`config.mk`:
```
export PLATFORM = sky130hd
export DESIGN_NAME = i2c_hs_target
export DESIGN_NICKNAME = d
export VERILOG_FILES = /design/src/rtl/i2c_hs_pkg.sv /design/src/rtl/i2c_line_sync.sv /design/src/rtl/i2c_bus_events.sv /design/src/rtl/i2c_byte_ctrl.sv /design/src/rtl/i2c_hs_target.sv
export SDC_FILE = /design/constraint.sdc
export NUM_CORES = 1
export LEC_CHECK = 0
export BUFFER_PORTS_ARGS = -buffer_cell sky130_fd_sc_hd__buf_2
export CORE_MARGIN = 5
export CORE_UTILIZATION = 45
export CTS_CLUSTER_SIZE = 20
export DETAILED_ROUTE_END_ITERATION = 8
export HOLD_SLACK_MARGIN = 0.06
export PLACE_DENSITY = 0.73
export SLEW_MARGIN = 20
export SYNTH_ARGS = -nofsm -noshare
export SYNTH_HDL_FRONTEND = slang
export SYNTH_SLANG_ARGS = --single-unit
```
`constraint.sdc`:
```
create_clock -name clk_i -period 3.3 [get_ports clk_i]
set_input_delay 0.495 -clock clk_i [delete_from_list [all_inputs] [get_ports clk_i]]
set_output_delay 0.495 -clock clk_i [all_outputs]
set_load 0.03 [all_outputs]
```
`src/rtl/i2c_hs_pkg.sv`:
```
package i2c_hs_pkg;
  typedef enum logic [2:0] {
    PH_IDLE,
    PH_ADDR,
    PH_WDATA,
    PH_RDATA,
    PH_MCODE
  } phase_e;

  localparam int unsigned BYTE_W       = 8;
  localparam logic [4:0]  MCODE_PREFIX = 5'b00001;
endpackage

```
`src/rtl/i2c_line_sync.sv`:
```
module i2c_line_sync #(
  parameter int unsigned STAGES    = 2,
  parameter logic        RESET_VAL = 1'b1
) (
  input  logic clk_i,
  input  logic rst_ni,
  input  logic d_i,
  output logic q_o
);
  logic [STAGES-1:0] chain_q;

  always_ff @(posedge clk_i or negedge rst_ni) begin
    if (!rst_ni) chain_q <= {STAGES{RESET_VAL}};
    else         chain_q <= {chain_q[STAGES-2:0], d_i};
  end

  assign q_o = chain_q[STAGES-1];
endmodule

```
`src/rtl/i2c_bus_events.sv`:
```
module i2c_bus_events (
  input  logic clk_i,
  input  logic rst_ni,
  input  logic scl_s_i,
  input  logic sda_s_i,
  output logic scl_rise_o,
  output logic scl_fall_o,
  output logic scl_low_o,
  output logic start_o,
  output logic stop_o
);
  logic scl_q, sda_q;

  always_ff @(posedge clk_i or negedge rst_ni) begin
    if (!rst_ni) begin
      scl_q <= 1'b1;
      sda_q <= 1'b1;
    end else begin
      scl_q <= scl_s_i;
      sda_q <= sda_s_i;
    end
  end

  assign scl_rise_o = scl_s_i & ~scl_q;
  assign scl_fall_o = ~scl_s_i & scl_q;
  assign scl_low_o  = ~scl_s_i;
  // SDA edges with SCL held high mark bus conditions
  assign start_o    = scl_s_i & scl_q & sda_q & ~sda_s_i;
  assign stop_o     = scl_s_i & scl_q & ~sda_q & sda_s_i;
endmodule

```
`src/rtl/i2c_byte_ctrl.sv`:
```
module i2c_byte_ctrl
  import i2c_hs_pkg::*;
#(
  parameter int unsigned       ADDR_W      = 7,
  parameter logic [ADDR_W-1:0] TARGET_ADDR = 7'b0110100
) (
  input  logic              clk_i,
  input  logic              rst_ni,
  input  logic              sda_s_i,
  input  logic              scl_rise_i,
  input  logic              scl_fall_i,
  input  logic              start_i,
  input  logic              stop_i,
  output logic              sda_pull_o,
  output logic [BYTE_W-1:0] rx_byte_o,
  output logic              rx_valid_o,
  output logic              rw_o,
  output logic              hs_mode_o
);
  localparam int unsigned CNT_W    = $clog2(BYTE_W + 2);
  localparam logic [CNT_W-1:0] CNT_BYTE = CNT_W'(BYTE_W);
  localparam logic [CNT_W-1:0] CNT_ACK  = CNT_W'(BYTE_W + 1);

  phase_e            phase_q;
  logic [CNT_W-1:0]  bit_cnt_q;
  logic [BYTE_W-1:0] shift_q;
  logic              shifting;

  assign shifting = (phase_q == PH_ADDR) || (phase_q == PH_WDATA) || (phase_q == PH_MCODE);

  always_ff @(posedge clk_i or negedge rst_ni) begin
    if (!rst_ni) begin
      phase_q    <= PH_IDLE;
      bit_cnt_q  <= '0;
      shift_q    <= '0;
      sda_pull_o <= 1'b0;
      rx_byte_o  <= '0;
      rx_valid_o <= 1'b0;
      rw_o       <= 1'b0;
      hs_mode_o  <= 1'b0;
    end else begin
      rx_valid_o <= 1'b0;
      if (stop_i) begin
        phase_q    <= PH_IDLE;
        bit_cnt_q  <= '0;
        sda_pull_o <= 1'b0;
        hs_mode_o  <= 1'b0;
      end else if (start_i) begin
        phase_q    <= PH_ADDR;
        bit_cnt_q  <= '0;
        sda_pull_o <= 1'b0;
      end else if (scl_rise_i) begin
        if (shifting && bit_cnt_q != CNT_ACK) begin
          bit_cnt_q <= bit_cnt_q + CNT_W'(1);
          if (bit_cnt_q < CNT_BYTE) shift_q <= {shift_q[BYTE_W-2:0], sda_s_i};
        end
      end else if (scl_fall_i) begin
        case (phase_q)
          PH_ADDR: begin
            if (bit_cnt_q == CNT_BYTE) begin
              if (shift_q[BYTE_W-1 -: 5] == MCODE_PREFIX) begin
                phase_q <= PH_MCODE;                  // decline: SDA stays released
              end else if (shift_q[BYTE_W-1 -: ADDR_W] == TARGET_ADDR) begin
                sda_pull_o <= 1'b1;
                rw_o       <= shift_q[0];
              end else begin
                phase_q <= PH_IDLE;
              end
            end else if (bit_cnt_q == CNT_ACK) begin
              sda_pull_o <= 1'b0;
              bit_cnt_q  <= '0;
              phase_q    <= rw_o ? PH_RDATA : PH_WDATA;
            end
          end
          PH_WDATA: begin
            if (bit_cnt_q == CNT_BYTE) begin
              sda_pull_o <= 1'b1;
              rx_byte_o  <= shift_q;
              rx_valid_o <= 1'b1;
            end else if (bit_cnt_q == CNT_ACK) begin
              sda_pull_o <= 1'b0;
              bit_cnt_q  <= '0;
            end
          end
          PH_MCODE: begin
            if (bit_cnt_q == CNT_ACK) begin
              hs_mode_o <= 1'b1;
              bit_cnt_q <= '0;
              phase_q   <= PH_IDLE;                   // wait for repeated START
            end
          end
          default: ;
        endcase
      end
    end
  end
endmodule

```
`src/rtl/i2c_hs_target.sv`:
```
module i2c_hs_target #(
  parameter int unsigned       ADDR_W      = 7,
  parameter logic [ADDR_W-1:0] TARGET_ADDR = 7'b0110100,
  parameter int unsigned       SYNC_STAGES = 2
) (
  input  logic       clk_i,
  input  logic       rst_ni,
  input  logic       scl_i,
  input  logic       sda_i,
  output logic       sda_pull_o,
  output logic [7:0] rx_byte_o,
  output logic       rx_valid_o,
  output logic       rw_o,
  output logic       hs_mode_o
);
  localparam int unsigned N_LINES = 2;

  logic [N_LINES-1:0] lines_raw, lines_s;
  logic scl_rise, scl_fall, scl_low, start_ev, stop_ev;

  assign lines_raw = {sda_i, scl_i};

  for (genvar g = 0; g < N_LINES; g++) begin : g_sync
    i2c_line_sync #(.STAGES(SYNC_STAGES), .RESET_VAL(1'b1)) u_sync (
      .clk_i (clk_i),
      .rst_ni(rst_ni),
      .d_i   (lines_raw[g]),
      .q_o   (lines_s[g])
    );
  end

  i2c_bus_events u_events (
    .clk_i     (clk_i),
    .rst_ni    (rst_ni),
    .scl_s_i   (lines_s[0]),
    .sda_s_i   (lines_s[1]),
    .scl_rise_o(scl_rise),
    .scl_fall_o(scl_fall),
    .scl_low_o (scl_low),
    .start_o   (start_ev),
    .stop_o    (stop_ev)
  );

  i2c_byte_ctrl #(.ADDR_W(ADDR_W), .TARGET_ADDR(TARGET_ADDR)) u_ctrl (
    .clk_i     (clk_i),
    .rst_ni    (rst_ni),
    .sda_s_i   (lines_s[1]),
    .scl_rise_i(scl_rise),
    .scl_fall_i(scl_fall),
    .start_i   (start_ev),
    .stop_i    (stop_ev),
    .sda_pull_o(sda_pull_o),
    .rx_byte_o (rx_byte_o),
    .rx_valid_o(rx_valid_o),
    .rw_o      (rw_o),
    .hs_mode_o (hs_mode_o)
  );
endmodule

```
-- Word-level counts from Yosys, hierarchy flattened
Cells that the tools add are included.
- multiplexer cells: 41
- $lt $le $gt $ge: 1
- equal/unequal tests: 18
- reduce and logical (&&, ||, !) cells: 19
- bitwise gates (word level): 15
- add/subtract/negate cells: 1
- operators by type and width (kind ; count):
    $mux W4 ; 7
    $mux W3 ; 9
    $mux W1 ; 22
    $ne A5 B5 Y1 const B ; 4
    $reduce_and A5 Y1 ; 3
    $reduce_and A6 Y1 ; 2
    $reduce_bool A4 Y1 ; 3
    $eq A4 B4 Y1 const B ; 2
    $ne A4 B4 Y1 const B ; 2
    $not A1 Y1 ; 8
    $pmux W4 S2 ; 1
    $reduce_and A8 Y1 ; 1
    $and A1 B1 Y1 ; 7
    $eq A7 B6 Y1 const B ; 1
    $ne A6 B6 Y1 const B ; 1
    $pmux W3 S2 ; 1
    $reduce_bool A2 Y1 ; 3
    $eq A5 B1 Y1 const B ; 1
    $reduce_bool A5 Y1 ; 1
    $add A4 B1 Y4 const B ; 1
    $lt A4 B4 Y1 const B ; 1
    $ne A2 B1 Y1 const B ; 2
    $ne A4 B1 Y1 const B ; 1
    $reduce_and A4 Y1 ; 1
    9 further kinds ; 10
- bits in registers: 33
- output and inout bits: 12

-- Logic depth before layout (Yosys ltp)
- word-level depth: 9
- mapped depth: 7
- mapped depth without buffers: 7

-- By module
From an unflattened synthesis, not the netlist that was laid out.
- cells, all modules: 133
- area, all modules: 1634.1 µm²
- by module, submodules not included (module ; cells each ; seq. area each (µm²) ; instances ; area an instance (µm²)):
    i2c_byte_ctrl ; 122 ; 675.6 ; 1 ; 1440.1
    i2c_line_sync ; 2 ; 52.6 ; 2 ; 52.6
    i2c_bus_events ; 7 ; 52.6 ; 1 ; 88.8

-- Worst setup path after synthesis
Ideal clock, no wire load.
- path kind: register -> register
- from: register u_events.scl_q
- to: register u_ctrl.rx_byte_o[0]
- path buffers: 0
- data arrival time: 1.866 ns
- setup slack: 1.310 ns
- stages on the path, launching flop included: 7
- period minus slack after synthesis: 1.990 ns
- library setup time: 0.125 ns
- cells stage by stage: dfstp_2 -> inv_1 -> ha_1 -> inv_1 -> nand3_1 -> nor4_4 -> mux2_2
- longest elaborated chain between the ends: 5
- elaborated cells on any way between the ends: 12
- those cells by class: 11 x bitwise; 1 x reduce/logical
- ends and longest elaborated chain (what ; line ; source):
    from (decl) ; i2c_bus_events.sv:12 ; logic scl_q, sda_q;
    from (signal assigned) ; i2c_bus_events.sv:19 ; scl_q <= scl_s_i;
    $and A1 B1 Y1 ; i2c_bus_events.sv:28, i2c_bus_events.sv:29 ;
    $and A1 B1 Y1 (on tied branches) (2 in series) ; i2c_bus_events.sv:29, i2c_bus_events.sv:28 ;
    $not A1 Y1 (no source line) ; -- ;
    $reduce_and A6 Y1 (no source line) (*) ; -- ;
    to (signal assigned) ; i2c_byte_ctrl.sv:78 ; rx_byte_o <= shift_q;
    to (decl) ; i2c_byte_ctrl.sv:15 ; output logic [BYTE_W-1:0] rx_byte_o,
Every way passes the cells marked *; elsewhere a longest branch is shown, timed or not.
A chain may end at the register's enable or synchronous reset.

-- Worst setup path in the final report
- from: register u_events.scl_q
- to: register u_ctrl.rx_byte_o[1]
The elaborated chain is that of the path after synthesis.

==> impl_metrics.csv <==
group,metric,value,unit
logic_synthesis,ys_async_sr_fraction,100,%
logic_synthesis,synth.distinct_cells,39,
timing,setup_viol,0,
placement,hpwl,2080,µm
cts,clock_latency,0.34,ns
grt,grt-ovfl-total,0,
route,drt-initial-drc-count,26,
die,placementRows,21,
power_and_ir_drop,leakagePower,0.835,nW
logic_synthesis,ys_ff_latch,33,
setup_path,reg2reg_depth,6,
logic_synthesis,syn_area,1590,µm²
die,ios,16,
cts,clock-sinks,33,
cts,ctsResizeCount,0,
cts,cts_tree,"done",
grt,grt_max_degree,34,
timing,slew_violations,0,
run,max_cap_violations,0,
route,vias,1062,
layout,diodes,0,
die,initial_core_util,47.2,%
timing,fin_crit,2.22,ns
route,drtPass1Iterations,4,
setup_path,r2r_slack,1.08,ns
layout,stdcell_count,194,
setup_path,timing.rr.start,"u_events.scl_q",
layout,area_growth,11.6,%
logic_synthesis,synth-main-ff-cell,"dfrtp_1",
route,routed_wl,2870,µm
setup_path,r2r-end,"u_ctrl.rx_byte_o[1]",
logic_synthesis,yosysTopAreaCell,"dfrtp_1",
logic_synthesis,yosysWarnings,0,
logic_synthesis,syn-num-nets,136,
timing,clock.fmax,450,MHz
placement,numPortBuffers,15,
route,via_per_inst,5.47,
logic_synthesis,avgSynthCellArea,12.6,µm²
logic_synthesis,ys_seq_area_share,52.5,%
grt,track_usage,13.1,%
timing,rsz0062_at_grt,"false",
cts,cts_htree_levels,2,
route,drcViolationCount,0,
logic_synthesis,synth_top_area_share,42.6,%
setup_path,setup.worst_path.end_class,"flip-flop",
setup_path,start_kind,"flip-flop",
layout,fin_nets,157,
logic_synthesis,synth_edf_count,0,
logic_synthesis,yosysMostFrequentCell,"dfrtp_1",
setup_path,worstSetupPathType,"reg -> reg",
die,chipHeight,69.4,µm
cts,root_buffer,"clkbuf_4",
grt,grt_pass1_vias,1068,
die,core_area,3360,µm²
cts,holdBufCountCts,0,
timing,fin_skew,0.0100,ns
logic_synthesis,synth_common_cells,"dfrtp_1, mux2_2, nor2_1",
route,final_antenna_net_count,0,
outcome,status,"finished clean",
timing,hold_viol_final,0,
timing,period_share,67.4,%
grt,antenna_found_initial,0,
setup_path,crit_fanout,9,
setup_path,cp.arrival,2.45,ns
timing,tns,0,ns
setup_path,cp.required,3.52,ns
cts,cts_setup_buffers,0,
worst_hold_path,hp-class,"in -> async",
route,route.detailed.wl_per_inst,14.8,µm
die,die_area,4810,µm²
placement,dp_cells,186,
logic_synthesis,synth_area_leaders,"dfrtp_1, mux2_2, dfstp_2",
logic_synthesis,netlist_instances,126,
power_and_ir_drop,ir_worst_vdd,0.000341,V
power_and_ir_drop,power-per-cell-area,488,nW/µm²
cts,path_clk_slew,0.10,ns
die,die_w,69.4,µm
grt,grt_first_pass_wirelength,5090,µm
layout,layout-drive-gt1-share,37.2,%
timing,worstMarginPinSlew,0.710,ns
cts,cts_buffer_depth,2,
cts,cts_buffers,5,
placement,gp_congestion,0.822,
timing,slew_headroom,52.6,%
[where the power goes]
group	internal [mW]	leakage, nW	switching [mW]
registers	0.460	0.421	0.0540
clock network	0.0802	0.0310	0.138
logic	0.0706	0.383	0.0619
[state kept, by name, indices dropped and copies added (netlist names)]
| name | count |
|---|---|
| u_ctrl.rw_o | 1 |
| u_events.scl_q | 1 |
| u_ctrl.hs_mode_o | 1 |
| u_ctrl.phase_q | 3 |
| u_ctrl.sda_pull_o | 1 |
| u_ctrl.rx_byte_o | 8 |
| u_ctrl.rx_valid_o | 1 |
| u_ctrl.bit_cnt_q | 4 |
| u_events.sda_q | 1 |
| u_ctrl.shift_q | 8 |
| g_sync.u_sync.chain_q | 4 |
[placed cells by master (no fill, tap or decap), types with 3 or more instances in the layout]
cell	synthesis	layout
clkbuf_4	0	5
nor2_1	7	7
nand2_1	6	6
buf_2	0	15
nand3_1	3	3
mux2_2	18	18
nand4_1	3	3
dfstp_2	6	6
mux2i_1	3	3
inv_1	6	6
dfrtp_1	27	27
ha_1	6	6
[how the worst max path moves through the flow]
stage | from | endpoint
after floorplan | u_events.scl_q | u_ctrl.rx_byte_o[0]
after global placement | u_events.scl_q | u_ctrl.rx_byte_o[2]
after detailed placement | u_events.scl_q | u_ctrl.rx_byte_o[2]
after CTS | u_events.scl_q | u_ctrl.rx_byte_o[1]
after global routing | u_events.scl_q | u_ctrl.rx_byte_o[7]
final | u_events.scl_q | u_ctrl.rx_byte_o[1]
[metal layers]
layer	up-vias	wire length, µm	global-route usage, %
met3	8	134	4.64
li1	506	-	-
met2	23	1320	18.3
met4	0	65	6.07
met1	525	1340	17.9
met5	-	0	0
[cells by family (layout without fill, tap and decap cells)]
group | after synthesis | count (layout) | synth area share (%)
adder cells (fa/ha/maj) | 6 | 6 | 4.73
XOR/XNOR | 2 | 2 | 1.10
multiplexers | 21 | 21 | 14.7
buffers and inverters | 7 | 29 | 1.66
AND/OR/NAND/NOR | 40 | 40 | 16.2
flip-flops | 33 | 33 | 52.5
AO/OA/AOI/OAI | 17 | 17 | 9.07
[cell type report]
| cell class | instances | area [µm²] |
|---|---|---|
| clock inverters | 3 | 17.5 |
| repair buffers | 15 | 75.1 |
| inverters | 6 | 22.5 |
| multi-input cells | 86 | 727 |
| well taps | 46 | 57.6 |
| fillers | 317 | 1590 |
| flip-flops and latches | 33 | 833 |
| clock buffers | 5 | 37.5 |
[through the flow]
stage	util, %	hold slack [ns]	total power, mW	setup slack, ns	instance area [µm²]
2_1_floorplan	-	0.199	0.608	1.31	1590
3_3_place_gp	51.0	0.347	0.645	1.14	1720
3_5_place_dp	51.0	0.347	0.654	1.07	1720
4_1_cts	52.6	0.210	0.874	1.06	1770
5_1_grt	52.6	0.230	0.919	0.944	1770
6_report	52.6	0.200	0.864	1.08	1770
[critical path, stage by stage (launching register included)]
cell	delay, ns
dfstp_2	0.55
inv_1	0.04
ha_1	0.22
inv_1	0.10
nand3_1	0.17
nor4_4	0.63
mux2_2	0.41
Note: power is estimated with default switching activity, not from simulation.
